--- config.mk ---
export PLATFORM = sky130hd
export DESIGN_NAME = spi_prog_shifter
export DESIGN_NICKNAME = d
export VERILOG_FILES = /design/src/rtl/spi_prog_pkg.sv /design/src/rtl/spi_prog_divider.sv /design/src/rtl/spi_prog_regs.sv /design/src/rtl/spi_prog_engine.sv /design/src/rtl/spi_prog_shifter.sv
export SDC_FILE = /design/constraint.sdc
export NUM_CORES = 1
export LEC_CHECK = 0
export CELL_PAD_IN_SITES_DETAIL_PLACEMENT = 0
export CELL_PAD_IN_SITES_GLOBAL_PLACEMENT = 2
export CORE_UTILIZATION = 45
export DETAILED_ROUTE_END_ITERATION = 10
export GPL_TIMING_DRIVEN = 0
export PLACE_DENSITY = 0.94
export SYNTH_ARGS = -nofsm -noshare
export SYNTH_HDL_FRONTEND = slang
export SYNTH_SLANG_ARGS = --single-unit
--- constraint.sdc ---
create_clock -name clk -period 5 [get_ports clk]
set_clock_uncertainty 0.05 [all_clocks]
set_input_delay 1 -clock clk [delete_from_list [all_inputs] [get_ports clk]]
set_output_delay 1 -clock clk [all_outputs]
set_load 0.02 [all_outputs]
--- src/rtl/spi_prog_pkg.sv ---
package spi_prog_pkg;
   localparam int CMD_START_BIT = 2;
   localparam int CMD_ADDR      = 0;
   localparam int CNT_ADDR      = 1;
   localparam int TX_BASE       = 2;

   typedef enum logic [1:0] {
      ENG_IDLE  = 2'd0,
      ENG_SHIFT = 2'd1,
      ENG_TAIL  = 2'd2
   } eng_state_t;
endpackage

--- src/rtl/spi_prog_divider.sv ---
module spi_prog_divider #(
   parameter int DIV = 4
) (
   input  logic clk,
   input  logic rst_n,
   input  logic run,
   output logic rise_now,
   output logic fall_now
);
   localparam int HALF = DIV / 2;
   localparam int PH_W = (DIV > 2) ? $clog2(DIV) : 1;

   if (DIV < 2 || (DIV % 2) != 0) begin : g_bad_div
      $error("spi_prog_divider: DIV must be even and at least 2");
   end

   logic [PH_W-1:0] phase_q;

   always_ff @(posedge clk or negedge rst_n) begin
      if (!rst_n)
         phase_q <= '0;
      else if (!run || phase_q == PH_W'(DIV - 1))
         phase_q <= '0;
      else
         phase_q <= phase_q + 1'b1;
   end

   assign rise_now = run && (phase_q == PH_W'(HALF - 1));
   assign fall_now = run && (phase_q == PH_W'(DIV - 1));
endmodule

--- src/rtl/spi_prog_regs.sv ---
module spi_prog_regs
   import spi_prog_pkg::*;
#(
   parameter int BYTE_W   = 8,
   parameter int TX_SLOTS = 6,
   parameter int RX_SLOTS = 8,
   parameter int CNT_W    = 8,
   parameter int ADDR_W   = 4
) (
   input  logic                         clk,
   input  logic                         rst_n,
   input  logic                         wr_en,
   input  logic [ADDR_W-1:0]            addr,
   input  logic [BYTE_W-1:0]            wdata,
   output logic [BYTE_W-1:0]            rdata,
   input  logic                         done,
   input  logic [RX_SLOTS*BYTE_W-1:0]   rx_bank,
   output logic [TX_SLOTS*BYTE_W-1:0]   tx_bank,
   output logic [CNT_W-1:0]             cnt,
   output logic                         busy,
   output logic                         start
);
   localparam int RX_BASE = TX_BASE + TX_SLOTS;

   if (CNT_W > BYTE_W) begin : g_bad_cnt
      $error("spi_prog_regs: count register wider than a byte");
   end
   if (CMD_START_BIT >= BYTE_W) begin : g_bad_bit
      $error("spi_prog_regs: start bit outside the byte");
   end

   logic cmd_hit;
   assign cmd_hit = wr_en && (addr == ADDR_W'(CMD_ADDR));
   assign start   = cmd_hit && wdata[CMD_START_BIT] && !busy;

   always_ff @(posedge clk or negedge rst_n) begin
      if (!rst_n) begin
         busy <= 1'b0;
         cnt  <= '0;
      end else begin
         if (start)
            busy <= 1'b1;
         else if (done)
            busy <= 1'b0;
         if (wr_en && addr == ADDR_W'(CNT_ADDR))
            cnt <= wdata[CNT_W-1:0];
      end
   end

   for (genvar s = 0; s < TX_SLOTS; s++) begin : g_tx_slot
      always_ff @(posedge clk or negedge rst_n) begin
         if (!rst_n)
            tx_bank[s*BYTE_W +: BYTE_W] <= '0;
         else if (wr_en && addr == ADDR_W'(TX_BASE + s))
            tx_bank[s*BYTE_W +: BYTE_W] <= wdata;
      end
   end

   always_comb begin
      rdata = '0;
      if (addr == ADDR_W'(CMD_ADDR))
         rdata[CMD_START_BIT] = busy;
      if (addr == ADDR_W'(CNT_ADDR))
         rdata = BYTE_W'(cnt);
      for (int s = 0; s < TX_SLOTS; s++)
         if (addr == ADDR_W'(TX_BASE + s))
            rdata = tx_bank[s*BYTE_W +: BYTE_W];
      for (int r = 0; r < RX_SLOTS; r++)
         if (addr == ADDR_W'(RX_BASE + r))
            rdata = rx_bank[r*BYTE_W +: BYTE_W];
   end
endmodule

--- src/rtl/spi_prog_engine.sv ---
module spi_prog_engine
   import spi_prog_pkg::*;
#(
   parameter int BYTE_W   = 8,
   parameter int TX_SLOTS = 6,
   parameter int RX_SLOTS = 8,
   parameter int CNT_W    = 8,
   parameter int DIV      = 4
) (
   input  logic                         clk,
   input  logic                         rst_n,
   input  logic                         start,
   input  logic [CNT_W-1:0]             cnt,
   input  logic [TX_SLOTS*BYTE_W-1:0]   tx_bank,
   output logic [RX_SLOTS*BYTE_W-1:0]   rx_bank,
   output logic                         done,
   output logic                         cs_n,
   output logic                         sclk,
   output logic                         mosi,
   input  logic                         miso
);
   localparam int SR_W    = RX_SLOTS * BYTE_W;
   localparam int TX_BITS = TX_SLOTS * BYTE_W;
   localparam int BIT_W   = $clog2(SR_W + 1);

   if (SR_W < TX_BITS) begin : g_bad_sr
      $error("spi_prog_engine: receive bank smaller than transmit slots");
   end
   if ((2 ** CNT_W) <= SR_W) begin : g_bad_cntw
      $error("spi_prog_engine: count register cannot hold the maximum length");
   end

   eng_state_t       state_q;
   logic [SR_W-1:0]  txsr_q, rxsr_q, tx_load;
   logic [BIT_W-1:0] bits_q, last_q;
   logic             cnt_ok, rise_now, fall_now;

   if (SR_W > TX_BITS) begin : g_pad
      assign tx_load = {tx_bank, {(SR_W - TX_BITS){1'b0}}};
   end else begin : g_nopad
      assign tx_load = tx_bank;
   end

   assign cnt_ok = (cnt != '0) && (cnt <= CNT_W'(SR_W));

   spi_prog_divider #(.DIV(DIV)) div_i (
      .clk      (clk),
      .rst_n    (rst_n),
      .run      (state_q != ENG_IDLE),
      .rise_now (rise_now),
      .fall_now (fall_now)
   );

   always_ff @(posedge clk or negedge rst_n) begin
      if (!rst_n) begin
         state_q <= ENG_IDLE;
         cs_n    <= 1'b1;
         sclk    <= 1'b0;
         done    <= 1'b0;
         bits_q  <= '0;
         last_q  <= '0;
         txsr_q  <= '0;
         rxsr_q  <= '0;
      end else begin
         done <= 1'b0;
         unique case (state_q)
            ENG_IDLE: begin
               if (start) begin
                  if (cnt_ok) begin
                     state_q <= ENG_SHIFT;
                     cs_n    <= 1'b0;
                     bits_q  <= '0;
                     last_q  <= BIT_W'(cnt - 1'b1);
                     txsr_q  <= tx_load;
                     rxsr_q  <= '0;
                  end else begin
                     done <= 1'b1;
                  end
               end
            end
            ENG_SHIFT: begin
               if (rise_now) begin
                  sclk   <= 1'b1;
                  rxsr_q <= {rxsr_q[SR_W-2:0], miso};
               end
               if (fall_now) begin
                  sclk <= 1'b0;
                  if (bits_q == last_q) begin
                     state_q <= ENG_TAIL;
                  end else begin
                     bits_q <= bits_q + 1'b1;
                     txsr_q <= {txsr_q[SR_W-2:0], 1'b0};
                  end
               end
            end
            ENG_TAIL: begin
               if (fall_now) begin
                  state_q <= ENG_IDLE;
                  cs_n    <= 1'b1;
                  done    <= 1'b1;
               end
            end
            default: state_q <= ENG_IDLE;
         endcase
      end
   end

   assign mosi    = !cs_n && txsr_q[SR_W-1];
   assign rx_bank = rxsr_q;
endmodule

--- src/rtl/spi_prog_shifter.sv ---
module spi_prog_shifter #(
   parameter int BYTE_W   = 8,
   parameter int TX_SLOTS = 6,
   parameter int RX_SLOTS = 8,
   parameter int CNT_W    = 8,
   parameter int DIV      = 4,
   parameter int ADDR_W   = $clog2(2 + TX_SLOTS + RX_SLOTS)
) (
   input  logic              clk,
   input  logic              rst_n,
   input  logic              reg_wr_en,
   input  logic [ADDR_W-1:0] reg_addr,
   input  logic [BYTE_W-1:0] reg_wdata,
   output logic [BYTE_W-1:0] reg_rdata,
   output logic              spi_cs_n,
   output logic              spi_sclk,
   output logic              spi_mosi,
   input  logic              spi_miso
);
   if ((2 ** ADDR_W) < 2 + TX_SLOTS + RX_SLOTS) begin : g_bad_addr
      $error("spi_prog_shifter: address too narrow for register map");
   end

   logic [TX_SLOTS*BYTE_W-1:0] tx_bank;
   logic [RX_SLOTS*BYTE_W-1:0] rx_bank;
   logic [CNT_W-1:0]           count_q;
   logic                       busy_q, start, done;

   spi_prog_regs #(
      .BYTE_W(BYTE_W), .TX_SLOTS(TX_SLOTS), .RX_SLOTS(RX_SLOTS),
      .CNT_W(CNT_W), .ADDR_W(ADDR_W)
   ) regs_i (
      .clk     (clk),
      .rst_n   (rst_n),
      .wr_en   (reg_wr_en),
      .addr    (reg_addr),
      .wdata   (reg_wdata),
      .rdata   (reg_rdata),
      .done    (done),
      .rx_bank (rx_bank),
      .tx_bank (tx_bank),
      .cnt     (count_q),
      .busy    (busy_q),
      .start   (start)
   );

   spi_prog_engine #(
      .BYTE_W(BYTE_W), .TX_SLOTS(TX_SLOTS), .RX_SLOTS(RX_SLOTS),
      .CNT_W(CNT_W), .DIV(DIV)
   ) eng_i (
      .clk     (clk),
      .rst_n   (rst_n),
      .start   (start),
      .cnt     (count_q),
      .tx_bank (tx_bank),
      .rx_bank (rx_bank),
      .done    (done),
      .cs_n    (spi_cs_n),
      .sclk    (spi_sclk),
      .mosi    (spi_mosi),
      .miso    (spi_miso)
   );
endmodule

# Word-level counts from Yosys, hierarchy flattened
# Cells that the tools add are included.
# op_classes
n_addsub,3
multipliers,0
div,0
n_lt_le_gt_ge,1
n_eq_ne,27
shifts,0
muxes,49
bitwise_logic,0
reduce_logical,32
# ops
cell,count
64-bit 2-to-1 mux,7
64-bit one-hot mux with 2 select lines,2
8-bit 2-to-1 mux,15
"4-bit equality test, second input constant",8
7-bit 2-to-1 mux,4
"4-bit by 3-bit equality test with 1-bit output, second input constant",4
1-bit logical AND,14
7-bit one-hot mux with 2 select lines,1
2-bit 2-to-1 mux,6
1-bit 2-to-1 mux,11
5-bit AND reduction,2
2-bit nonzero test,5
"4-bit by 2-bit equality test with 1-bit output, second input constant",2
"8-bit by 7-bit less-or-equal comparator with 1-bit output, second input constant",1
"2-bit != test, second input constant",4
4-bit AND reduction,2
8-bit nonzero test,1
"7-bit by 1-bit adder with 7-bit output, second input constant",1
7-bit equality test,1
"7-bit by 1-bit subtractor with 7-bit output, second input constant",1
"2-bit by 1-bit != test with 1-bit output, second input constant",3
2-bit one-hot mux with 3 select lines,1
"2-bit by 1-bit equality test with 1-bit output, second input constant",2
"2-bit equality test, second input constant",2
other kinds (9),12
# word_totals
reg_bits,206
latchBits,0
ramBits,0
mem_bits_ro,0
inputBits,16
output_inout_bits,11
word_cells,129
mem_count,0

# Longest topological paths before layout
# Gate-level depths: netlist (run 1).
# logic_depth
word_depth,17
mapped_depth,10
mapped_depth_nobuf,7

# By module
# From an unflattened synthesis (run 1), not the netlist that was laid out.
# hier_totals
hier_cells,794
hier_area_um2,9221.3
# by_module_without_submodules
mod,instances,cells_each,area_per_inst_um2,seq_area_each_um2
spi_prog_engine,1,473,5580.4,3279.4
spi_prog_regs,1,312,3524.6,1426.4
spi_prog_divider,1,9,116.4,50.0

# Worst setup path before layout (run 1)
# OpenSTA, ideal clock, no wires.
# synth_path
path_type,input port to output port
startpoint,input port reg_addr[0]
endpoint,output port reg_rdata[2]
arrival_ps,2830
required_time_ps,3950
setup_slack_ps,1120
cell_stages,6
n_path_buf,3
cell_sequence,clkbuf_1 > clkbuf_1 > buf_1 > o21ai_0 > a32o_1 > o21ai_0
# synth_between
elab_chain_cells,17
elab_cells_between_ends,32
classes_between,eq/ne: 15; mux: 16; reduce/logical: 1
# synth_lines
element,line,rtl
"start, declared",spi_prog_shifter.sv:12,"input logic [ADDR_W-1:0] reg_addr,"
4-bit zero test,spi_prog_regs.sv:61,if (addr == ADDR_W'(CMD_ADDR))
1-bit 2-to-1 mux,spi_prog_regs.sv:61,
8-bit 2-to-1 mux,spi_prog_regs.sv:63,if (addr == ADDR_W'(CNT_ADDR))
8-bit 2-to-1 mux (6 in a row),spi_prog_regs.sv:66,if (addr == ADDR_W'(TX_BASE + s))
8-bit 2-to-1 mux (7 in a row),spi_prog_regs.sv:69,if (addr == ADDR_W'(RX_BASE + r))
8-bit 2-to-1 mux *,spi_prog_regs.sv:69,
"end, declared",spi_prog_shifter.sv:14,"output logic [BYTE_W-1:0] reg_rdata,"
# Mark *: on every way between the ends. The rest lies on a longest branch, timed or not.

# Final worst setup path (run 1)
# layout_path
startpoint,input port reg_addr[1]
endpoint,output port reg_rdata[5]
# layout_between
elab_chain_cells,16
elab_cells_between_ends,30
classes_between,eq/ne: 15; mux: 15
# layout_lines
element,line
4-bit by 1-bit equality test with 1-bit output,spi_prog_regs.sv:63
8-bit 2-to-1 mux,spi_prog_regs.sv:63
8-bit 2-to-1 mux (6 in a row),spi_prog_regs.sv:66
8-bit 2-to-1 mux (7 in a row),spi_prog_regs.sv:69
8-bit 2-to-1 mux *,spi_prog_regs.sv:69
# Marked as above.

==> metrics.txt, run 1 <==
average size of a mapped cell=~11 sq um; proportion of netlist area held by the largest area contributor=between 40% and 50%; uppermost layer routed=met4; number of remaining DRC errors=0; distinct cell type count after synthesis=55; number of buffers between clock root and the deepest sink=2; post-placement cell area=0.0103 sq mm; Tightest Pin Transition=0.824 ns; area of the die=between 0.02 and 0.025 sq mm; Max Transition Viols Final=0; final-layout fill cell count=approximately 1.9k; wire length the detailed router placed on met1=approximately 13 mm; r2r worst-path depth=9; Yosys top cell by area=dfrtp_1; remaining antenna violation count=0; worst reg2reg startpoint=regs_i.cnt[0]; detailed-routing iteration count for the pre-antenna-repair pass=5; detailed-placement wirelength estimate=19.7 mm; number of enable-type register cells in the synthesized netlist=0; fraction of layout cells with a size suffix above 1=~13%; pwr/cell area=between 300 and 400 mW/mm^2; Crit. Startpoint=reg_addr[1]; launching element type of the critical path=input pin; CTS Sinks=190; Critical Path RT=around 4.0 ns; delay of the slowest cell on the worst path=around 0.67 ns; fraction of registers with async set/reset=100%; wirelength, routed=~28 mm; cell at the slowest stage of the critical path=clkdlybuf4s50_1; core occupancy in the finished layout=51.9%; number of register bits inferred by synthesis=190; most prevalent standard cell on the critical path=clkdlybuf4s50_1; primary flip-flop cell chosen by synthesis mapping=dfrtp_1; final instance area=0.0109 sq mm; first-pass GRT wire length=between 40 and 50 mm; Num CTS Buffers=17; Antenna diodes=0; # Post-CTS Setup Buffers=0; count of nets after finishing=987; CTS root buffer=clkbuf_16; largest net degree at the start of global routing=107; clock-pin slew of the registers on the worst-case setup and hold paths=~0.070 ns; Buffers on Ports=25; DIE HEIGHT=roughly 150 um; final hold violations=0; fraction of the yosys area taken by sequential cells=slightly below 50%; number of H-tree levels=4; maximum operating frequency=about 0.2 GHz; cell count after synthesis=922; clock network latency to the later pin of the worst-skew pair=0.44 ns; all-layer global routing usage=between 20% and 30%; Max Fanout on Critical Path=10; tightest slew margin relative to the limit=~45%; Area contributors post-synth=dfrtp_1 (49%), mux2_2 (6.7%), mux2i_1 (5.7%); run status=complete, no violations; vias in the first global route=slightly above 7k; Overflow after GRT=0; leakage=approximately 4.7 nW; setup repair after global routing missed its margin=no; vias per inst=5.99; crit path cell chain=clkdlybuf4s50_1, buf_2, clkbuf_4, clkbuf_2, a221oi_1, a21oi_1, nor2_1, a31oi_1, clkdlybuf4s50_1; met2 WL=12.9 mm; detailed route wirelength on metal3=about 1.3 mm; clock tree from TritonCTS=built; core region area=roughly 0.021 sq mm; setup slack of the worst register-to-register path=roughly 1.7 ns; starting DRC count in detailed routing=slightly above 600; mapped cell area=between 0.009 and 0.01 sq mm; Post-Synthesis Net Count=about 940; final period utilization=98.2%; end of the critical path=reg_rdata[5]; antenna violations before repair=0; horizontal extent of the die=149 um; number of setup violations in the final report=0; worst hold path cell count=1; Data arrival, critical path=3.86 ns; kind of critical path=input pin to primary output; maximum vdd ir drop=roughly 0.19 mV; type of the tightest min-delay check=flop to flop; weighted congestion at the end of routability-driven global placement=roughly 0.90; I/O pin count=27; number of warnings issued by yosys=0; Worst Setup End Kind=primary output; count of maximum capacitance violations=0; effective utilization at floorplan=between 40% and 50%; routed wirelength normalized by instance count=roughly 22 um; total number of placement rows=between 50 and 60; Crit Reg-Reg Endpoint=eng_i.rx_bank[62]; via count of the routed design=around 7.5k; area added between synthesis and finish=12.7%; time the final worst path needs with I/O delays and setup=slightly below 5 ns
## cell usage after synthesis (11+ instances only)
cell,number
a22o_1,11
buf_1,15
nor2b_1,67
nor2_1,27
inv_1,17
dfrtp_1,189
o21ai_0,80
a21oi_1,81
nand3_1,52
clkbuf_1,54
mux2i_1,55
nand2_1,40
o2bb2ai_1,60
mux4_2,11
mux2_2,58
## routing by layer
layer  vias to the layer above  global-route usage [%]
met3                        41                    4.43
met1                      3832                    37.5
met2                       176                    40.3
li1                       3474                       -
met4                         0                    8.32
met5                         -                       0
## layout make-up
class	count	area [sq um]	share of cell area, %
Multi-Input combinational cell	642	4600	42.1
Clock buffer	20	437	3.99
Inverter	18	67.6	0.618
Timing Repair Buffer	26	285	2.61
Clock inverter	12	149	1.36
Tap cell	275	344	3.15
Sequential cell	190	4760	43.5
Buffer	72	302	2.76
## kinds of logic after synthesis
family / synth area share, %
xor gates and xnor gates: 0.902
muxes: 15.1
DFF: 49.0
AOI/OAI and AO/OA: 18.9
buffers and inverters: 3.65
adders and majority gates: 0.515
and+or+nand+nor: 11.9
## what timing repair did
| action | in CTS | in global routing |
|---|---|---|
| hold buffers | 0 | 0 |
| resized for setup | 6 | 11 |
| endpoints found under the setup margin | 8 | 5 |
## critical path, delay by kind of cell
family                 cells  cell delay, ns
buffers and inverters      5            2.20
AOI/OAI and AO/OA          3            0.59
and+or+nand+nor            1            0.06
## state kept, by name, indices dropped and copies added (netlist names), 2 cells and up
name / flops
eng_i.div_i.phase_q: 2
eng_i.txsr_q: 48
eng_i.rx_bank: 64
eng_i.state_q: 2
regs_i.tx_bank: 48
regs_i.cnt: 8
eng_i.last_q: 7
eng_i.bits_q: 7
## through the flow
step | TNS [ns] | setup WS (ns) | hold slack (ns) | total power (W) | cells
floorplan | 0 | 1.12 | 0.350 | 0.00198 | 922
global placement | -986.62 | -5.20 | 0.375 | 0.00218 | 1222
detailed placement | -3.03 | -0.490 | 0.373 | 0.00220 | 1223
CTS | 0 | 0.0139 | 0.385 | 0.00358 | 1255
global route | 0 | 0.00491 | 0.425 | 0.00369 | 1255
finish | 0 | 0.0901 | 0.382 | 0.00357 | 1255
## worst min path at each step
| stage | from | end | slack (ns) |
|---|---|---|---|
| after global placement | eng_i.done | regs_i.busy | 0.38 |
| final | eng_i.done | regs_i.busy | 0.38 |
| after detailed placement | eng_i.done | regs_i.busy | 0.37 |
| after floorplan | eng_i.done | regs_i.busy | 0.35 |
| after CTS | eng_i.done | regs_i.busy | 0.38 |
| after global routing | eng_i.done | regs_i.busy | 0.42 |
## power breakdown
| part | switching, W | total [W] | internal [W] |
|---|---|---|---|
| Combinational | 0.000198 | 0.000388 | 0.000190 |
| Clock | 0.000645 | 0.00140 | 0.000754 |
| Sequential | 0.000140 | 0.00179 | 0.00165 |
| Total | 0.000983 | 0.00357 | 0.00259 |
## cell usage in the layout, fill, tap and decap left out, types with 3 or more instances in the layout
| cell type | n |
|---|---|
| dfrtp_1 | 189 |
| a21oi_1 | 81 |
| o21ai_0 | 80 |
| nor2b_1 | 67 |
| o2bb2ai_1 | 60 |
| mux2_2 | 58 |
| mux2i_1 | 55 |
| nand3_1 | 52 |
| clkbuf_1 | 48 |
| nand2_1 | 40 |
| nor2_1 | 27 |
| clkdlybuf4s50_1 | 23 |
| inv_1 | 17 |
| clkbuf_16 | 17 |
| buf_1 | 14 |
| mux4_2 | 11 |
| a22o_1 | 11 |
| o22ai_1 | 10 |
| xnor2_1 | 9 |
| o21ai_2 | 9 |
| clkbuf_2 | 8 |
| nand2b_1 | 8 |
| nor3_1 | 7 |
| o221ai_1 | 5 |
| ha_1 | 4 |
| inv_6 | 4 |
| nand4_1 | 3 |
| a21boi_0 | 3 |
| o32ai_1 | 3 |
| a222oi_1 | 3 |
| and2_1 | 3 |
| a21o_1 | 3 |
| or3_1 | 3 |
| inv_8 | 3 |
Power figures use the tool's default switching activity.
==> inputs of run 2 (changes only) <==
Settings changed: GPL_ROUTABILITY_DRIVEN set to 1, PLACE_DENSITY 0.94 to 0.89.
==> run 2 against run 1 <==
- first-iteration DRC count decreased by 30%
- die area unchanged
- total power increased by 1.0%
- combinational power about the same
- register-to-register slack improved by 0.05 ns
- sequential power about the same
- non-clock buffer count unchanged
- critical path type unchanged
- largest power group unchanged
- highest routed layer unchanged
==> metrics.txt, run 2 (synthesized netlist as in run 1, its figures left out) <==
via count of the routed design=7,496 (-0.36%); antenna violations before repair=1 (+1); number of buffers between clock root and the deepest sink=2 (unchanged); total number of placement rows=53 (unchanged); effective utilization at floorplan=46.0% (unchanged); Buffers on Ports=25 (unchanged); routed wirelength normalized by instance count=22.1 um (+0.29%); maximum operating frequency=0.205 GHz (+0.83%); setup repair after global routing missed its margin=no; clock-pin slew of the registers on the worst-case setup and hold paths=0.07 ns (about the same); leakage=4.71 nW (about the same); final-layout fill cell count=1,910 (-0.93%); Tightest Pin Transition=0.821 ns (-0.00364 ns); vias per inst=5.97 (-0.44%); CTS root buffer=clkbuf_16; vias in the first global route=7,335 (+1.5%); Data arrival, critical path=3.82 ns (-0.04 ns); number of remaining DRC errors=0 (unchanged); DIE HEIGHT=149 um (unchanged); CTS Sinks=190 (unchanged); weighted congestion at the end of routability-driven global placement=0.897 (-0.76%); type of the tightest min-delay check=flop to flop; Min-Delay Startpoint=eng_i.done; I/O pin count=27 (unchanged); pwr/cell area=329 mW/mm^2 (+0.83%); horizontal extent of the die=149 um (unchanged); fraction of layout cells with a size suffix above 1=13.1% (+0.10 points); clock network latency to the later pin of the worst-skew pair=0.44 ns (about the same); Max Transition Viols Final=0 (unchanged); Worst Setup End Kind=primary output; commonest non-fill, non-tap cell in the layout=dfrtp_1; count of nets after finishing=987 (unchanged); register area=0.00476 sq mm (unchanged); wirelength, routed=27.7 mm (+0.37%); all-layer global routing usage=26.5% (+0.40 points); time the final worst path needs with I/O delays and setup=4.87 ns (-0.0403 ns); number of H-tree levels=4 (unchanged); Num CTS Buffers=17 (unchanged); worst reg2reg startpoint=regs_i.cnt[0]; Crit. Startpoint=reg_addr[1]; clock tree from TritonCTS=built; first-pass GRT wire length=43.9 mm (+1.1%); kind of critical path=input pin to primary output; detailed-routing iteration count for the pre-antenna-repair pass=8 (+3); final period utilization=97.4% (-0.81 points); detailed-placement wirelength estimate=19.7 mm (-0.19%); Largest register FFs=64 (unchanged); smallest hold slack=0.383 ns (+0.00120 ns); final hold violations=0 (unchanged); remaining antenna violation count=0 (unchanged); highest-count cells in the layout ignoring fill and taps=dfrtp_1 (189), a21oi_1 (81), o21ai_0 (79), nor2b_1 (67), o2bb2ai_1 (60); largest net degree at the start of global routing=97 (-9.3%); launching element type of the critical path=input pin; core region area=0.0211 sq mm (unchanged); run status=complete, no violations; setup slack of the worst register-to-register path=1.79 ns (+0.05 ns); count of maximum capacitance violations=0 (unchanged); area of the die=0.0222 sq mm (unchanged); tightest slew margin relative to the limit=44.9% (+0.24 points); multi-input gate area in the final layout=0.00460 sq mm (unchanged); starting DRC count in detailed routing=426 (-30%); Critical Path RT=3.95 ns (about the same); number of setup violations in the final report=0 (unchanged); area added between synthesis and finish=12.9%; core occupancy in the finished layout=52.0% (+0.10 points); Overflow after GRT=0 (unchanged); maximum vdd ir drop=0.174 mV (-8.4%); Max Fanout on Critical Path=10 (unchanged)
-- run 2: worst paths after layout --
path                                endpoint  depth (start not counted)
max in group asynchronous  eng_i.rx_bank[33]                          2
min in group asynchronous    eng_i.bits_q[3]                          1
setup reg to reg           eng_i.rx_bank[62]                          9
setup / recovery                reg_rdata[2]                          9
hold reg to reg                  regs_i.busy                          1
hold / removal                   regs_i.busy                          1
-- run 2: power breakdown --
group	internal, W	switching [W]
logic	0.000190	0.000200
clock network	0.000806	0.000628
registers	0.00165	0.000140
total	0.00264	0.000968
-- run 2: cell type report --
type                       instances  share of cell area [%]
tap                              275                    3.14
clock inverter                    12                    1.46
inverter                          18                   0.616
timing repair buffer              26                    2.58
antenna                            1                  0.0228
clock buffer                      20                    4.07
sequential                       190                    43.4
buffer                            72                    2.75
multi-input combinational        642                    42.0
-- run 2: repair_timing --
action,in CTS,in global routing
setup endpoints to repair,8,5
cloned,0,0
hold buffers,0,0
resized for setup,6,12
setup buffers,0,0
-- run 2: through the flow --
stage          total power, W  cells  TNS (ns)  instance area [sq um]  setup slack (ns)
2_1_floorplan         0.00198    922         0                   9710              1.12
3_3_place_gp          0.00219   1222  -1019.09                  10300             -5.38
3_5_place_dp          0.00220   1223     -2.91                  10300            -0.485
4_1_cts               0.00362   1255         0                  11000            0.0325
5_1_grt               0.00373   1255         0                  11000           0.00222
6_report              0.00361   1256         0                  11000             0.130
-- run 2: critical path: stages --
cell and delay, ns:
clkdlybuf4s50_1 0.62, buf_2 0.31, clkbuf_4 0.32, o21ai_0 0.12, a21oi_1 0.24, a21oi_1 0.06, o311a_1 0.13, o21ai_0 0.33
clkdlybuf4s50_1 0.68
-- run 2: layer usage --
layer | global-route usage [%] | vias up | wire length, um
li1 | - | 3482 | -
met1 | 36.9 | 3794 | 12800
met2 | 41.5 | 176 | 13000
met3 | 5.32 | 44 | 1300
met4 | 8.62 | 0 | 612
met5 | 0 | - | 0
==> inputs of run 3 (changes only) <==
Settings changed: PLACE_DENSITY 0.89 to 0.92.
==> run 3 against run 2 <==
- global-route usage shrank 0.20 points
- utilization is the same
- final cell count is the same
- count of clock-buffer cells in the layout shrank 1
- first-iteration DRC count grew 57%
- via count is essentially flat
- sequential share of layout area is the same
- combinational power is essentially flat
- critical path depth shrank 1
- total power shrank 0.25%
- register-to-register slack is essentially flat
==> metrics.txt, run 3 (synthesized netlist as in run 1, its figures left out) <==
run status=complete, no violations; Tightest Pin Transition=0.818 ns (-0.00318 ns); Buffers on Ports=25 (unchanged); total power=0.00360 W (-0.25%); switching share of total power=27.5% (+0.66 points); number of H-tree levels=4 (unchanged); detailed-placement wirelength estimate=19.7 mm (about the same); remaining antenna violation count=0 (unchanged); DIE HEIGHT=149 um (unchanged); routed wirelength normalized by instance count=22.1 um (+0.27%); cell at the slowest stage of the critical path=clkdlybuf4s50_1; time the final worst path needs with I/O delays and setup=4.91 ns (+0.0412 ns); count of nets after finishing=987 (unchanged); Num CTS Buffers=17 (unchanged); setup slack of the worst register-to-register path=1.79 ns (about the same); largest net degree at the start of global routing=119 (+23%); end of the critical path=reg_rdata[2]; delay of the slowest cell on the worst path=0.69 ns (about the same); vias in the first global route=7,301 (-0.46%); wirelength, routed=27.8 mm (+0.27%); Worst Setup End Kind=primary output; pwr/cell area=329 mW/mm^2 (-0.25%); count of maximum capacitance violations=0 (unchanged); leakage=4.70 nW (about the same); portion of total power attributed to sequential cells=49.6% (about the same); Max Fanout on Critical Path=10 (unchanged); antenna violations before repair=1 (unchanged); kind of critical path=input pin to primary output; share of total power in the clock network=39.6% (about the same); Data arrival, critical path=3.86 ns (+0.04 ns); met3 usage in global routing=3.73% (-1.6 points); starting DRC count in detailed routing=669 (+57%); Critical Path RT=3.95 ns (about the same); type of the tightest min-delay check=flop to flop; Crit. Startpoint=reg_addr[1]; layer with the highest usage after global routing=met2; CTS-repair resized insts=7 (+1); tightest slew margin relative to the limit=45.5% (+0.63 points); CTS root buffer=clkbuf_16; final-layout fill cell count=1,952 (+2.2%); setup repair after global routing missed its margin=no; clock network latency to the later pin of the worst-skew pair=0.44 ns (about the same); crit path cell chain=clkdlybuf4s50_1, clkbuf_2, nand2_1, o221ai_1, o21ai_0, o311a_1, o21ai_0, clkdlybuf4s50_1; all-layer global routing usage=26.3% (-0.20 points); effective utilization at floorplan=46.0% (unchanged); number of remaining DRC errors=0 (unchanged); reported net switching power=0.000989 W (+2.2%); Max Transition Viols Final=0 (unchanged); # Post-CTS Setup Buffers=0 (unchanged); core region area=0.0211 sq mm (unchanged); internal power component=0.00261 W (-1.2%); fraction of layout cells with a size suffix above 1=13.2% (+0.10 points); met1 usage=37.8% (+0.90 points); clock-pin slew of the registers on the worst-case setup and hold paths=0.07 ns (about the same); CTS Hold Buffers Added=0 (unchanged); weighted congestion at the end of routability-driven global placement=0.896 (about the same); I/O pin count=27 (unchanged); total number of placement rows=53 (unchanged); via count of the routed design=7,492 (-0.053%); Largest register FFs=64 (unchanged); commonest non-fill, non-tap cell in the layout=dfrtp_1; Crit Reg-Reg Endpoint=eng_i.rx_bank[58]; number of buffers between clock root and the deepest sink=2 (unchanged); maximum vdd ir drop=0.217 mV (+24%); Comb pwr share=10.8% (about the same); maximum operating frequency=0.204 GHz (-0.84%); number of setup violations in the final report=0 (unchanged); detailed-routing iteration count for the pre-antenna-repair pass=8 (unchanged); clock tree from TritonCTS=built; launching element type of the critical path=input pin; final period utilization=98.2% (+0.82 points); CTS Sinks=190 (unchanged); final hold violations=0 (unchanged); count of placed standard cells in the final layout, fillers left out=1,256 (unchanged); vias per inst=5.96 (about the same); highest-count cells in the layout ignoring fill and taps=dfrtp_1 (189), a21oi_1 (81), o21ai_0 (80), nor2b_1 (67), o2bb2ai_1 (60); worst reg2reg startpoint=regs_i.cnt[0]; r2r worst-path depth=9 (unchanged); GR Layer Usage met2=40.9% (-0.60 points); Overflow after GRT=0 (unchanged); area added between synthesis and finish=12.9% (unchanged); horizontal extent of the die=149 um (unchanged); first-pass GRT wire length=43.6 mm (-0.71%); number of placed cells counting well taps=1,223 (unchanged); area of the die=0.0222 sq mm (unchanged)
## run 3: area by class of cell
type	count	area, sq um	area share (%)
buffer	72	303	2.76
inverter	18	67.6	0.616
clock inverter	13	153	1.39
timing repair buffer	26	283	2.58
sequential	190	4760	43.4
multi-input combinational	642	4600	42.0
antenna	1	2.50	0.0228
tap	275	344	3.14
clock buffer	19	453	4.13
## run 3: metal layers
metal | vias up | wire length (um)
met3 | 38 | 1200
met1 | 3816 | 13000
li1 | 3467 | -
met2 | 171 | 13000
met4 | 0 | 560
met5 | - | 0
## run 3: worst max-delay path: cells and delay by family
family                 cells  cell delay [ns]
AOI/OAI and AO/OA          4             1.07
buffers and inverters      3             1.67
and+or+nand+nor            1             0.13
## run 3: how the worst min path moves through the flow
stage	startpoint	endpoint	slack, ns	depth (start not counted)
6_report	eng_i.done	regs_i.busy	0.40	1
5_1_grt	eng_i.done	regs_i.busy	0.43	1
4_1_cts	eng_i.done	regs_i.busy	0.40	1
3_5_place_dp	eng_i.done	regs_i.busy	0.38	1
3_3_place_gp	eng_i.done	regs_i.busy	0.37	1
2_1_floorplan	eng_i.done	regs_i.busy	0.35	1
## run 3: metrics by stage
step / utilization, % / setup TNS (ns) / hold WS (ns) / setup WS (ns) / instance area (sq um)
floorplan: - / 0 / 0.350 / 1.12 / 9710
global placement: 48.9 / -1004.25 / 0.374 / -5.30 / 10300
detailed placement: 49.0 / -3.47 / 0.383 / -0.531 / 10300
CTS: 51.9 / 0 / 0.396 / 0.0120 / 11000
global route: 52.0 / 0 / 0.431 / 0.0358 / 11000
finish: 52.0 / 0 / 0.397 / 0.0892 / 11000
## run 3: power groups by stage
| stage | logic (W) | clock network [W] | registers (W) |
|---|---|---|---|
| final | 0.000389 | 0.00143 | 0.00179 |
| after global routing | 0.000420 | 0.00150 | 0.00179 |
| after CTS | 0.000387 | 0.00144 | 0.00178 |
| after detailed placement | 0.000383 | 0 | 0.00181 |
| after global placement | 0.000376 | 0 | 0.00181 |
| after floorplan | 0.000246 | 0 | 0.00174 |
